$ cat src/rtl/fetch_pkg.sv
package fetch_pkg;
  localparam int CODE_W      = 6;
  localparam int CHAR_W      = 8;
  localparam int MARK_BIT    = 7;
  localparam int FIELD_CHARS = 3;
  localparam int FIELD_W     = CODE_W * FIELD_CHARS;
  localparam int LEN_W       = 4;

  // strobes from control to datapath
  typedef struct packed {
    logic             clearAll;
    logic             loadOp;
    logic             shiftA;
    logic             shiftB;
    logic             loadMod;
    logic             advance;
    logic             finish;
    logic             atMark;
    logic             noMark;
    logic [LEN_W-1:0] len;
  } fetchCtl_t;

  typedef enum logic {S_IDLE, S_SCAN} scanState_t;
endpackage

$ cat src/rtl/fetch_ctrl.sv
module fetch_ctrl
  import fetch_pkg::*;
(
  input  logic             clk,
  input  logic             rstN,
  input  logic             start,
  input  logic             charMark,
  input  logic [LEN_W-1:0] shortLen,
  output logic             busy,
  output logic             memRe,
  output fetchCtl_t        ctl
);
  localparam logic [LEN_W-1:0] LEN_MAX = '1;
  localparam logic [LEN_W-1:0] POS_A_LO = LEN_W'(2);
  localparam logic [LEN_W-1:0] POS_A_HI = LEN_W'(FIELD_CHARS + 1);
  localparam logic [LEN_W-1:0] POS_B_LO = LEN_W'(FIELD_CHARS + 2);
  localparam logic [LEN_W-1:0] POS_B_HI = LEN_W'(2 * FIELD_CHARS + 1);
  localparam logic [LEN_W-1:0] POS_MOD  = LEN_W'(2 * FIELD_CHARS + 2);
  localparam logic [LEN_W-1:0] ONE      = LEN_W'(1);

  scanState_t       state, nextState;
  logic [LEN_W-1:0] cnt, nextCnt, pos;

  // position of the character arriving now, held at the maximum
  assign pos  = (cnt == LEN_MAX) ? LEN_MAX : cnt + ONE;
  assign busy = (state == S_SCAN);

  always_comb begin
    ctl       = '0;
    memRe     = 1'b0;
    nextState = state;
    nextCnt   = cnt;
    case (state)
      S_IDLE: begin
        if (start) begin
          ctl.clearAll = 1'b1;
          memRe        = 1'b1;
          nextState    = S_SCAN;
          nextCnt      = '0;
        end
      end
      S_SCAN: begin
        if (cnt == '0) begin
          if (!charMark) begin
            ctl.finish = 1'b1;
            ctl.noMark = 1'b1;
            ctl.len    = ONE;
            nextState  = S_IDLE;
          end else begin
            ctl.loadOp  = 1'b1;
            ctl.advance = 1'b1;
            memRe       = 1'b1;
            nextCnt     = ONE;
          end
        end else if (charMark) begin
          ctl.finish = 1'b1;
          ctl.atMark = 1'b1;
          ctl.len    = cnt;
          nextState  = S_IDLE;
        end else begin
          ctl.advance = 1'b1;
          ctl.shiftA  = (pos >= POS_A_LO) && (pos <= POS_A_HI);
          ctl.shiftB  = (pos >= POS_B_LO) && (pos <= POS_B_HI);
          ctl.loadMod = (pos <= POS_MOD);
          nextCnt     = pos;
          if ((shortLen != '0) && (pos == shortLen)) begin
            ctl.finish = 1'b1;
            ctl.len    = pos;
            nextState  = S_IDLE;
          end else begin
            memRe = 1'b1;
          end
        end
      end
      default: nextState = S_IDLE;
    endcase
  end

  always_ff @(posedge clk) begin
    if (!rstN) begin
      state <= S_IDLE;
      cnt   <= '0;
    end else begin
      state <= nextState;
      cnt   <= nextCnt;
    end
  end
endmodule

$ cat src/rtl/fetch_datapath.sv
module fetch_datapath
  import fetch_pkg::*;
#(
  parameter int                          ADDR_W    = 14,
  parameter logic [CODE_W-1:0]           BRANCH_OP = 6'h32,
  parameter int                          BR_LEN    = 4,
  parameter int                          N_LONG    = 2,
  parameter logic [N_LONG*CODE_W-1:0]    LONG_OPS  = {6'h3C, 6'h2C},
  parameter int                          LONG_LEN  = 7
) (
  input  logic               clk,
  input  logic               rstN,
  input  fetchCtl_t          ctl,
  input  logic [ADDR_W-1:0]  startAddr,
  input  logic [CHAR_W-1:0]  memData,
  output logic               charMark,
  output logic [LEN_W-1:0]   shortLen,
  output logic [ADDR_W-1:0]  memAddr,
  output logic               done,
  output logic               lenErr,
  output logic [CODE_W-1:0]  opCode,
  output logic [FIELD_W-1:0] addrA,
  output logic [FIELD_W-1:0] addrB,
  output logic [CODE_W-1:0]  modChar,
  output logic [LEN_W-1:0]   instLen,
  output logic [ADDR_W-1:0]  nextPc
);
  localparam logic [LEN_W-1:0]  BR_LEN_C   = LEN_W'(BR_LEN);
  localparam logic [LEN_W-1:0]  LONG_LEN_C = LEN_W'(LONG_LEN);
  localparam logic [LEN_W-1:0]  BAD_LEN_A  = LEN_W'(3);
  localparam logic [LEN_W-1:0]  BAD_LEN_B  = LEN_W'(6);
  localparam logic [ADDR_W-1:0] STEP       = ADDR_W'(1);

  logic [ADDR_W-1:0] ptr;     // address of the character arriving now
  logic [CODE_W-1:0] charCode;
  logic [N_LONG-1:0] longHit;
  logic              badEnd;

  assign charMark = memData[MARK_BIT];
  assign charCode = memData[CODE_W-1:0];

  for (genvar i = 0; i < N_LONG; i++) begin : g_longMatch
    assign longHit[i] = (opCode == LONG_OPS[i*CODE_W +: CODE_W]);
  end

  assign shortLen = (opCode == BRANCH_OP) ? BR_LEN_C :
                    (|longHit)            ? LONG_LEN_C : '0;

  assign memAddr = ctl.clearAll ? startAddr : ptr + STEP;
  assign badEnd  = ctl.noMark || (ctl.len == BAD_LEN_A) || (ctl.len == BAD_LEN_B);

  always_ff @(posedge clk) begin
    if (!rstN) begin
      ptr     <= '0;
      opCode  <= '0;
      addrA   <= '0;
      addrB   <= '0;
      modChar <= '0;
      instLen <= '0;
      nextPc  <= '0;
      done    <= 1'b0;
      lenErr  <= 1'b0;
    end else begin
      done   <= ctl.finish && !badEnd;
      lenErr <= ctl.finish && badEnd;
      if (ctl.clearAll) begin
        ptr     <= startAddr;
        opCode  <= '0;
        addrA   <= '0;
        addrB   <= '0;
        modChar <= '0;
      end else begin
        if (ctl.advance) ptr <= ptr + STEP;
        if (ctl.loadOp)  opCode <= charCode;
        if (ctl.shiftA)  addrA <= {addrA[FIELD_W-CODE_W-1:0], charCode};
        if (ctl.shiftB)  addrB <= {addrB[FIELD_W-CODE_W-1:0], charCode};
        if (ctl.loadMod) modChar <= charCode;
      end
      if (ctl.finish) begin
        instLen <= ctl.len;
        nextPc  <= ctl.atMark ? ptr : ptr + STEP;
      end
    end
  end
endmodule

$ cat src/rtl/varlen_fetch_seq.sv
module varlen_fetch_seq
  import fetch_pkg::*;
#(
  parameter int                         ADDR_W    = 14,
  parameter logic [CODE_W-1:0]          BRANCH_OP = 6'h32,
  parameter int                         BR_LEN    = 4,
  parameter int                         N_LONG    = 2,
  parameter logic [N_LONG*CODE_W-1:0]   LONG_OPS  = {6'h3C, 6'h2C},
  parameter int                         LONG_LEN  = 7
) (
  input  logic               clk,
  input  logic               rstN,
  input  logic               start,
  input  logic [ADDR_W-1:0]  startAddr,
  output logic               memRe,
  output logic [ADDR_W-1:0]  memAddr,
  input  logic [7:0]         memData,
  output logic               busy,
  output logic               done,
  output logic               lenErr,
  output logic [5:0]         opCode,
  output logic [17:0]        addrA,
  output logic [17:0]        addrB,
  output logic [5:0]         modChar,
  output logic [3:0]         instLen,
  output logic [ADDR_W-1:0]  nextPc
);
  fetchCtl_t        ctl;
  logic             charMark;
  logic [LEN_W-1:0] shortLen;

  fetch_ctrl u_ctrl (
    .clk      (clk),
    .rstN     (rstN),
    .start    (start),
    .charMark (charMark),
    .shortLen (shortLen),
    .busy     (busy),
    .memRe    (memRe),
    .ctl      (ctl)
  );

  fetch_datapath #(
    .ADDR_W    (ADDR_W),
    .BRANCH_OP (BRANCH_OP),
    .BR_LEN    (BR_LEN),
    .N_LONG    (N_LONG),
    .LONG_OPS  (LONG_OPS),
    .LONG_LEN  (LONG_LEN)
  ) u_dp (
    .clk       (clk),
    .rstN      (rstN),
    .ctl       (ctl),
    .startAddr (startAddr),
    .memData   (memData),
    .charMark  (charMark),
    .shortLen  (shortLen),
    .memAddr   (memAddr),
    .done      (done),
    .lenErr    (lenErr),
    .opCode    (opCode),
    .addrA     (addrA),
    .addrB     (addrB),
    .modChar   (modChar),
    .instLen   (instLen),
    .nextPc    (nextPc)
  );
endmodule

$ cat config.mk
export PLATFORM = sky130hd
export DESIGN_NAME = varlen_fetch_seq
export DESIGN_NICKNAME = d
export VERILOG_FILES = /design/src/rtl/fetch_pkg.sv /design/src/rtl/fetch_ctrl.sv /design/src/rtl/fetch_datapath.sv /design/src/rtl/varlen_fetch_seq.sv
export SDC_FILE = /design/constraint.sdc
export NUM_CORES = 1
export LEC_CHECK = 0
export ABC_AREA = 1
export BUFFER_PORTS_ARGS = -buffer_cell sky130_fd_sc_hd__buf_2
export CAP_MARGIN = 10
export CORE_MARGIN = 3
export CORE_UTILIZATION = 40
export CTS_CLUSTER_SIZE = 40
export DETAILED_ROUTE_END_ITERATION = 8
export SLEW_MARGIN = 20
export SYNTH_ARGS = -nofsm -noshare
export SYNTH_HDL_FRONTEND = slang
export SYNTH_HIERARCHICAL = 1
export SYNTH_SLANG_ARGS = --single-unit
$ cat constraint.sdc
create_clock -name clk -period 4.74 [get_ports clk]
set_clock_uncertainty 0.05 [all_clocks]
set_input_delay 0.474 -clock clk [delete_from_list [all_inputs] [get_ports clk]]
set_output_delay 0.474 -clock clk [all_outputs]
set_load 0.02 [all_outputs]
==> impl_metrics.py <==
metrics = {
    "outcome": {
        "status": "complete, no violations",
    },
    "synth": {
        "synth_area_um2": 4290,
        "synth-seq-cells": 87,
        "yosysMostFrequentCell": "nand2_1",
        "ys_top_cells_by_area": "dfxtp_1 (41%), nand2_1 (15%), a21oi_1 (11%), inv_1 (5.9%), o21ai_0 (4.0%)",
        "yosysSeqAreaShare": 0.406,
        "synth_warnings": 6,
        "synth_nets": 645,
        "synth_enable_flop_cells": 0,
        "avgSynthCellArea_um2": 6.98,
        "yosysTopAreaCellShare": 0.406,
        "synth_commonest_cells": "nand2_1 (172), a21oi_1 (91), dfxtp_1 (87), inv_1 (67), nor2_1 (38)",
        "synthFlopType": "dfxtp_1",
        "syn_inst": 614,
        "synth_top_area_cell": "dfxtp_1",
        "synth_cell_type_count": 37,
        "async_reset_ff_frac": 0,
    },
    "sta": {
        "period_minus_slack_ns": 2.69,
        "finalSetupTns_ns": 0,
        "setup_viol_count_final": 0,
        "holdWs_ns": 0.354,
        "clock.fmax_mhz": 371,
        "max-slew-margin-rel": 0.544,
        "worstMarginPinSlew_ns": 0.684,
        "rsz0062_at_grt": "false",
        "slew_violations": 0,
        "hold_viol_final": 0,
        "fin_crit_sh": 0.568,
    },
    "floorplan": {
        "die-area_um2": 12000,
        "initial_utilization": 0.413,
        "fp.dieW_um": 110,
        "core_um2": 10400,
        "row_count": 37,
        "die_h_um": 110,
        "io_pins": 109,
    },
    "detailed_routing": {
        "drc": 0,
        "dr.pass1.iters": 5,
        "wirelength_mm": 11.7,
        "vias": 4261,
        "drt-wirelength-per-cell_um": 13.7,
        "first_iter_violations": 231,
        "ant_nets": 0,
        "via_per_inst": 5.01,
    },
    "power": {
        "power_density_nw_per_um2": 347,
        "p_leak_nw": 2.39,
        "peakVddDrop_v": 0.000225,
        "p_total_mw": 1.75,
    },
    "clock_network": {
        "cts_hold_buf": 0,
        "cts-buffers-inserted": 9,
        "cts_tree": "done",
        "cts_resized": 0,
        "cts-root-buf": "clkbuf_8",
        "cts.path.max_buffers": 2,
        "clk_pin_slew_worst_paths_ns": 0.10,
        "clkSinkCount": 87,
        "h-tree-depth": 3,
        "clock_latency_ns": 0.36,
        "cts_setup_buffers": 0,
    },
    "global_route": {
        "grt_usage": 0.201,
        "grt_max_degree": 41,
        "grt_antenna_before_repair": 0,
        "first_global_vias": 3996,
        "grt_pass1_wl_mm": 19.1,
        "grt_overflow": 0,
    },
    "placed_design": {
        "dp.cells": 835,
        "dp_hpwl_mm": 8.22,
        "portBuffers": 107,
        "place.gp.congestion": 0.857,
    },
    "setup_path": {
        "cp.arrival_ns": 2.17,
        "critPathMaxFanout": 7,
        "crit_path_end_kind": "primary output",
        "r2r_cells": 13,
        "crit_type": "flip-flop to primary output",
        "startpoint_type": "flip-flop",
        "critPathRequiredTime_ns": 4.22,
        "regToRegSetupSlack_ns": 2.08,
    },
    "layout": {
        "final_cells": 851,
        "utilization": 0.487,
        "synthToLayoutAreaGrowth_pct": 17.9,
        "drive_above_1_share": 0.232,
        "diodes": 0,
        "nNetsFinal": 741,
    },
    "worst_hold_path": {
        "hold_class": "input port to flip-flop",
        "hold_depth": 3,
    },
    "run": {
        "drv_cap": 0,
    },
}
[where the power goes]
group          leakage (nW)  switching, mW  total [mW]  internal, mW
sequential            0.708         0.0463       0.827         0.781
combinational          1.59          0.298       0.433         0.135
clock                0.0896          0.292       0.492         0.199
[worst max-delay path, stage by stage, from the launching register on]
cell and delay, ns:
dfxtp_1 0.48, inv_1 0.08, ha_1 0.32, inv_1 0.08
nand2_1 0.08, nand2_1 0.06, nand2_1 0.07, nor2_4 0.16
nand4_2 0.18, nand2_2 0.11, inv_1 0.04, buf_2 0.15
[cells by family (layout without fill, tap and decap cells)]
kind of cell,after synthesis,count (layout),share of synthesized area
AND/OR/NAND/NOR,274,274,0.283
XOR/XNOR,5,5,0.0102
other,1,1,0.000875
AO/OA/AOI/OAI,141,141,0.180
adder cells (fa/ha/maj),6,6,0.0175
buffers and inverters,100,201,0.102
flip-flops,87,87,0.406
[stage by stage]
step                setup WS [ns]  instance area, um2
floorplan                    2.58                4290
global placement             2.11                4880
detailed placement           2.10                4880
CTS                          2.02                5050
global route                 1.79                5050
finish                       2.05                5050
[layer usage]
layer | wire length, um | global-route usage
met5 | 0 | 0
met4 | 186 | 0.0721
met3 | 725 | 0.0352
met2 | 5510 | 0.324
met1 | 5260 | 0.269
[final cells by class]
| class | instances | area (um2) |
|---|---|---|
| Timing Repair Buffer | 112 | 573 |
| Inverter | 73 | 277 |
| Clock inverter | 6 | 50.0 |
| Fill cell | 1118 | 5320 |
| Sequential cell | 87 | 1740 |
| Tap cell | 136 | 170 |
| Clock buffer | 10 | 128 |
| Multi-Input combinational cell | 427 | 2120 |
[flip-flops by register name, indices dropped and copies added (netlist names)]
register and count:
u_dp/instLen 4, u_dp/ptr 14, u_dp/opCode 6, u_ctrl/busy 1, u_dp/lenErr 1, u_dp/modChar 6
u_dp/addrA 18, u_dp/nextPc 14, u_dp/done 1, u_ctrl/cnt 4, u_dp/addrB 18
[worst paths after layout]
check / from / end
max reg2reg: u_ctrl/cnt[0] / u_dp/nextPc[1]
max: u_ctrl/cnt[0] / memRe
min reg2reg: u_dp/addrA[12] / u_dp/addrA[12]
min: memData[1] / u_dp/modChar[1]
[cells in the final DEF (no fill, tap or decap), types with 2 or more instances in the layout]
cell type,synthesis,final
a211oi_1,3,3
a21oi_1,91,91
a21oi_4,2,2
a31oi_1,2,2
buf_2,4,107
buf_4,4,5
clkbuf_8,1,9
clkinv_1,2,2
dfxtp_1,87,87
ha_1,6,6
inv_1,67,66
inv_2,3,4
inv_6,0,3
nand2_1,172,172
nand2_2,7,7
nand2_4,3,3
nand3_1,29,29
nand3_2,3,3
nand4_1,7,7
nor2_1,38,38
nor2_2,4,4
nor2_4,6,6
o21ai_0,34,34
o21ai_1,2,2
o21ai_2,4,4
or2_2,2,2
xor2_1,5,5
Power figures use the tool's default switching activity.
